===== config.mk =====
export PLATFORM = sky130hd
export DESIGN_NAME = tile_sched_xbar
export DESIGN_NICKNAME = d
export VERILOG_FILES = /design/src/rtl/xbar_pkg.sv /design/src/rtl/xbar_imem.sv /design/src/rtl/xbar_seq.sv /design/src/rtl/xbar_switch.sv /design/src/rtl/tile_sched_xbar.sv
export SDC_FILE = /design/constraint.sdc
export NUM_CORES = 1
export LEC_CHECK = 0
export BUFFER_PORTS_ARGS = -buffer_cell sky130_fd_sc_hd__buf_2
export CORE_UTILIZATION = 47
export CTS_CLUSTER_DIAMETER = 200
export DETAILED_ROUTE_END_ITERATION = 8
export GPL_ROUTABILITY_DRIVEN = 0
export PLACE_DENSITY_LB_ADDON = 0.1
export SLEW_MARGIN = 10
export SYNTH_ARGS = -nofsm -noshare
export SYNTH_HDL_FRONTEND = slang
export SYNTH_SLANG_ARGS = --single-unit

===== constraint.sdc =====
create_clock -name clk -period 3.7 [get_ports clk]
set_input_delay 0.555 -clock clk [delete_from_list [all_inputs] [get_ports clk]]
set_output_delay 0.555 -clock clk [all_outputs]
set_load 0.01 [all_outputs]

===== src/rtl/xbar_pkg.sv =====
package xbar_pkg;
  // port order shared by every lane bus: north, south, east, west, core
  localparam int NPORT = 5;
  localparam int SEL_W = 3;
  localparam int SEL_FIELDS_W = NPORT * SEL_W;
  localparam logic [SEL_W-1:0] SEL_LAST = SEL_W'(NPORT - 1);

  typedef enum logic [SEL_W-1:0] {
    SRC_NORTH = 3'd0,
    SRC_SOUTH = 3'd1,
    SRC_EAST  = 3'd2,
    SRC_WEST  = 3'd3,
    SRC_CORE  = 3'd4,
    SRC_IDLE  = 3'd5
  } src_sel_e;

  function automatic logic sel_live(input logic [SEL_W-1:0] sel);
    return sel <= SEL_LAST;
  endfunction
endpackage


===== src/rtl/xbar_imem.sv =====
module xbar_imem #(
  parameter int ADDR_W = 4,
  parameter int WORD_W = 19
) (
  input  logic              clk,
  input  logic              run_en,
  input  logic              wr_en,
  input  logic [ADDR_W-1:0] wr_addr,
  input  logic [WORD_W-1:0] wr_data,
  input  logic [ADDR_W-1:0] rd_addr,
  output logic [WORD_W-1:0] rd_data
);
  localparam int DEPTH = 1 << ADDR_W;

  logic [WORD_W-1:0] mem_q [DEPTH];
  logic              wr_ok;

  // loading is only possible while the schedule is stopped
  assign wr_ok = wr_en & ~run_en;

  always_ff @(posedge clk) begin
    if (wr_ok) begin
      mem_q[wr_addr] <= wr_data;
    end
  end

  assign rd_data = mem_q[rd_addr];
endmodule


===== src/rtl/xbar_seq.sv =====
module xbar_seq #(
  parameter int ADDR_W = 4,
  parameter int RPT_W  = 4
) (
  input  logic              clk,
  input  logic              rst_n,
  input  logic              run_en,
  input  logic [ADDR_W-1:0] last_idx,
  input  logic [RPT_W-1:0]  rpt,
  output logic [ADDR_W-1:0] pc,
  output logic [RPT_W-1:0]  cnt
);
  logic [ADDR_W-1:0] pc_q, pc_d;
  logic [RPT_W-1:0]  cnt_q, cnt_d;

  always_comb begin
    pc_d  = pc_q;
    cnt_d = cnt_q;
    if (!run_en) begin
      // parked at word 0 so each start is aligned
      pc_d  = '0;
      cnt_d = '0;
    end else if (cnt_q == rpt) begin
      cnt_d = '0;
      pc_d  = (pc_q == last_idx) ? '0 : pc_q + 1'b1;  // wrap, R5 advance
    end else begin
      cnt_d = cnt_q + 1'b1;
    end
  end

  always_ff @(posedge clk or negedge rst_n) begin
    if (!rst_n) begin
      pc_q  <= '0;
      cnt_q <= '0;
    end else begin
      pc_q  <= pc_d;
      cnt_q <= cnt_d;
    end
  end

  assign pc  = pc_q;
  assign cnt = cnt_q;
endmodule


===== src/rtl/xbar_switch.sv =====
module xbar_switch
  import xbar_pkg::*;
#(
  parameter int DATA_W = 16
) (
  input  logic                      clk,
  input  logic                      rst_n,
  input  logic                      run_en,
  input  logic [SEL_FIELDS_W-1:0]   sel_flat,
  input  logic [NPORT*DATA_W-1:0]   in_data,
  input  logic [NPORT-1:0]          in_valid,
  output logic [NPORT*DATA_W-1:0]   out_data,
  output logic [NPORT-1:0]          out_valid
);
  for (genvar o = 0; o < NPORT; o++) begin : g_out
    logic [SEL_W-1:0]  sel;
    logic [DATA_W-1:0] src_d;
    logic              src_v;
    logic              live;
    logic              valid_d;
    logic [DATA_W-1:0] data_q;
    logic              valid_q;

    assign sel = sel_flat[o*SEL_W +: SEL_W];

    always_comb begin
      src_d = '0;
      src_v = 1'b0;
      for (int k = 0; k < NPORT; k++) begin
        if (sel == SEL_W'(k)) begin
          src_d = in_data[k*DATA_W +: DATA_W];
          src_v = in_valid[k];
        end
      end
      live    = run_en & sel_live(sel);
      valid_d = live & src_v;
    end

    always_ff @(posedge clk or negedge rst_n) begin
      if (!rst_n) begin
        data_q  <= '0;
        valid_q <= 1'b0;
      end else begin
        valid_q <= valid_d;
        if (live) begin
          data_q <= src_d;
        end
      end
    end

    assign out_data[o*DATA_W +: DATA_W] = data_q;
    assign out_valid[o]                 = valid_q;
  end
endmodule


===== src/rtl/tile_sched_xbar.sv =====
module tile_sched_xbar
  import xbar_pkg::*;
#(
  parameter int DATA_W = 16,
  parameter int ADDR_W = 4,
  parameter int RPT_W  = 4
) (
  input  logic                          clk,
  input  logic                          rst_n,
  input  logic                          run_en,
  input  logic [ADDR_W-1:0]             last_idx,
  input  logic                          cfg_we,
  input  logic [ADDR_W-1:0]             cfg_addr,
  input  logic [SEL_FIELDS_W+RPT_W-1:0] cfg_wdata,
  input  logic [NPORT*DATA_W-1:0]       in_data,
  input  logic [NPORT-1:0]              in_valid,
  output logic [NPORT*DATA_W-1:0]       out_data,
  output logic [NPORT-1:0]              out_valid
);
  localparam int WORD_W = SEL_FIELDS_W + RPT_W;

  logic [1:0]        rst_sync_q;
  logic              rst_core_n;
  logic [ADDR_W-1:0] pc;
  logic [RPT_W-1:0]  cnt;
  logic [WORD_W-1:0] cur_inst;
  logic [RPT_W-1:0]  cur_rpt;
  logic [SEL_FIELDS_W-1:0] cur_sel;

  // asynchronous assertion, release after two edges
  always_ff @(posedge clk or negedge rst_n) begin
    if (!rst_n) begin
      rst_sync_q <= 2'b00;
    end else begin
      rst_sync_q <= {rst_sync_q[0], 1'b1};
    end
  end
  assign rst_core_n = rst_sync_q[1];

  // word layout, repeat count on top, select fields below
  assign cur_rpt = cur_inst[WORD_W-1 -: RPT_W];
  assign cur_sel = cur_inst[SEL_FIELDS_W-1:0];

  xbar_imem #(.ADDR_W(ADDR_W), .WORD_W(WORD_W)) u_imem (
    .clk     (clk),
    .run_en  (run_en),
    .wr_en   (cfg_we),
    .wr_addr (cfg_addr),
    .wr_data (cfg_wdata),
    .rd_addr (pc),
    .rd_data (cur_inst)
  );

  xbar_seq #(.ADDR_W(ADDR_W), .RPT_W(RPT_W)) u_seq (
    .clk      (clk),
    .rst_n    (rst_core_n),
    .run_en   (run_en),
    .last_idx (last_idx),
    .rpt      (cur_rpt),
    .pc       (pc),
    .cnt      (cnt)
  );

  xbar_switch #(.DATA_W(DATA_W)) u_switch (
    .clk       (clk),
    .rst_n     (rst_core_n),
    .run_en    (run_en),
    .sel_flat  (cur_sel),
    .in_data   (in_data),
    .in_valid  (in_valid),
    .out_data  (out_data),
    .out_valid (out_valid)
  );
endmodule


==> impl_results.md <==
- Met3 WL post-DR: 4020 um
- CTS max path bufs: 3
- DRC violations left: 0
- HP Class: in -> reg
- Worst path bufs/invs: 2
- Yosys reg bits: 399
- CTS tree: done
- Synth Flop Type: edfxtp_1
- Seq/Total Area, Yosys: 0.635
- Die height: 198 um
- Syn_nets: 1304
- Post-route ant nets: 0
- MaxCap Viol Count: 0
- Slew HR: 0.433
- CTS buffer count: 43
- Status: finished, final reports clean
- Min cycle time layout: 3420 ps
- Layout cells sized above 1: 0.317
- Fillers: 3082
- Crit. Startpoint: u_seq.pc[0]$_DFFE_PN0P_
- Crit share post-route: 0.925
- Die area: 39400 um^2
- Initial core utilization: 0.479
- Post-synth EDFFs: 304
- Crit path max fanout: 28
- Post-synth top area cell: edfxtp_1
- Syn Area/Cell: 15.3 um^2
- Worst-path clk slew: 70 ps
- Maximum VDD drop: 386 uV
- Crit path capture: u_switch.g_out[3].data_q[11]$_DFFE_PN0P_
- Leak: 7.56 nW
- Vias per cell: 6.19
- Mapped Cells: 1186
- TritonRoute pass-1 iters: 5
- Pins Over Slew Limit: 0
- Synth cell types: 61
- Via count: 12124
- IO Port Bufs: 200
- Final wirelength: 53200 um
- Crit path cell chain: buf_12, mux4_2, mux2i_1, mux2i_1, or2_1, buf_4, nand2_1, nand2_1, o2bb2ai_1
- Setup Crit Path Kind: reg -> reg
- Largest net degree at the start of global routing: 55
- # resized after CTS: 0
- Clock Latency Late Sink: 580 ps
- Final #Nets: 1532
- Reg2reg end: u_switch.g_out[3].data_q[11]$_DFFE_PN0P_
- Met2 wire len: 25700 um
- Skew final: 23.8 ps
- Remaining Overflow, GRT: 0
- Total number of H-tree levels: 2
- Fin. Hold Viols: 0
- Hold path depth: 2
- Hold path start: in_valid[4]
- Number of global-route vias before repair: 11909
- R2R depth: 9
- Total Routing Usage GR: 0.275
- Fmax: 0.292 GHz
- M1 wire length: 21500 um
- Top Ports: 201
- Synth top area cells: edfxtp_1, dfrtp_1, mux4_2, mux2i_1, o2bb2ai_1
- Detail Placement HPWL: 33500 um
- Cell family with most CP delay: simple AND/OR/NAND/NOR gates
- Critical path endpoint category: flip-flop
- Unrepaired setup endpoints after global routing: no
- Setup TNS: 0 ps
- Crit path DAT: 3860 ps
- Asr flop ratio synth: 0.238
- CTS sink count: 399
- Synth Cell Area: 18100 um^2
- Slew @ Worst Pin: 851 ps
- Core area: 37800 um^2
- First-pass GRT wire length: 78100 um
- Top layer in use: met5
- FF-to-FF Start: u_seq.pc[0]$_DFFE_PN0P_
- Startpoint types: flip-flop
- P&R area growth vs syn: 17.5%
- Yosys warnings: 0
- Yosys top cell area share: 0.504
- Clock root buffer: clkbuf_16
- Hold slack final: 280 ps
- CP max stage delay: 590 ps
- Slack of the worst reg-to-reg path: 280 ps
- Post-DR wirelength/cell: 27.1 um
- Slowest stage cell on the critical path: dfrtp_4
- WP data required: 4140 ps
- PwrDens: 492 nW/um^2
- Rows: 71
- Final setup viols: 0
- Initial DRC Count: 1006
- Die width: 198 um
- Critical path depth: 9
- Initial antenna violation count: 4
[logic make-up after synthesis]
kind of cell | count (synthesis) | synth area share
compound gates | 300 | 0.123
buf+inv | 95 | 0.0300
other cells | 1 | 0.000207
mux | 158 | 0.151
fa+ha+maj | 2 | 0.00138
flops | 399 | 0.635
simple gates | 221 | 0.0550
xor+xnor | 10 | 0.00483
[stage by stage]
step | util | setup WS, ps | cell area [um^2] | total power [mW] | std cells
after floorplan | - | 338 | 18100 | 5.76 | 1186
after global placement | 0.526 | 331 | 19900 | 6.24 | 1879
after detailed placement | 0.526 | 242 | 19900 | 6.26 | 1879
after CTS | 0.563 | 224 | 21300 | 10.6 | 1958
after global routing | 0.563 | 54.0 | 21300 | 10.8 | 1958
final | 0.563 | 279 | 21300 | 10.5 | 1960
[routing by layer]
layer | track usage | up-vias
li1 | - | 5261
met1 | 0.364 | 6131
met2 | 0.454 | 609
met3 | 0.0427 | 117
met4 | 0.112 | 6
met5 | 0 | -
[power breakdown]
| part | internal, mW | switching [mW] | total, mW |
|---|---|---|---|
| logic | 0.431 | 0.626 | 1.06 |
| registers | 5.00 | 0.116 | 5.12 |
| clock network | 2.51 | 1.80 | 4.31 |
| total | 7.94 | 2.54 | 10.5 |
[final cells by class]
type / count / area, um^2 / area share
flip-flops and latches: 399 / 11500 / 0.541
diodes: 2 / 5.00 / 0.000235
clock buffers: 54 / 1120 / 0.0525
inverters: 7 / 26.3 / 0.00123
well taps: 511 / 639 / 0.0300
repair buffers: 271 / 1570 / 0.0739
multi-input cells: 692 / 6140 / 0.288
clock inverters: 24 / 282 / 0.0132
[synth_stat cells, drive strengths merged (14+ instances only)]
library cell	number
edfxtp	304
dfrtp	95
mux4	90
nand2	89
o21ai	88
nor2	86
mux2i	67
o2bb2ai	64
a221oi	58
buf	56
clkbuf	32
a32oi	18
a31oi	15
a2bb2oi	14
[state kept, by name, summed over array words and instances, names as in the netlist]
name                    cells
rst_sync_q                  2
u_imem.mem_q              304
u_seq.cnt                   4
u_seq.pc                    4
u_switch.g_out.data_q      80
u_switch.g_out.valid_q      5
[worst min path at each step]
stage	end	slack, ps
finish	u_switch.g_out[2].valid_q$_DFF_PN0_	280
floorplan	rst_sync_q[0]$_DFF_PN0_	260
global route	u_switch.g_out[2].valid_q$_DFF_PN0_	290
CTS	u_switch.g_out[2].valid_q$_DFF_PN0_	250
detailed placement	rst_sync_q[0]$_DFF_PN0_	340
global placement	rst_sync_q[0]$_DFF_PN0_	340
[timing repair]
action | in CTS | in global routing
hold buffers | 1 | 0
hold endpoints to repair | 2 | 0
buffers inserted | 0 | 0
[cells in the final DEF (no fill, tap or decap), types with 5 or more instances in the layout]
master,synthesis,routed
o211ai_1,11,11
nor3_2,1,5
edfxtp_1,304,304
nor2_2,0,12
o2bb2ai_1,64,64
nor3b_2,4,5
a22oi_1,5,5
clkbuf_16,0,43
a2bb2oi_1,14,14
a32oi_1,18,18
dfrtp_1,95,91
a21oi_1,5,5
a221oi_1,58,58
o21ai_0,67,67
nor2_1,86,74
clkinv_1,0,5
mux2i_1,67,64
and3_1,5,5
a31oi_1,15,15
clkinv_2,0,10
nand2_1,88,88
clkbuf_1,32,11
inv_1,7,7
bufinv_16,0,5
buf_2,28,200
mux4_2,84,84
mux4_1,6,6
xor2_1,7,7
nand2b_1,6,6
buf_4,16,67
o21ai_1,21,21
No activity file was read; power rests on OpenSTA's default activity.
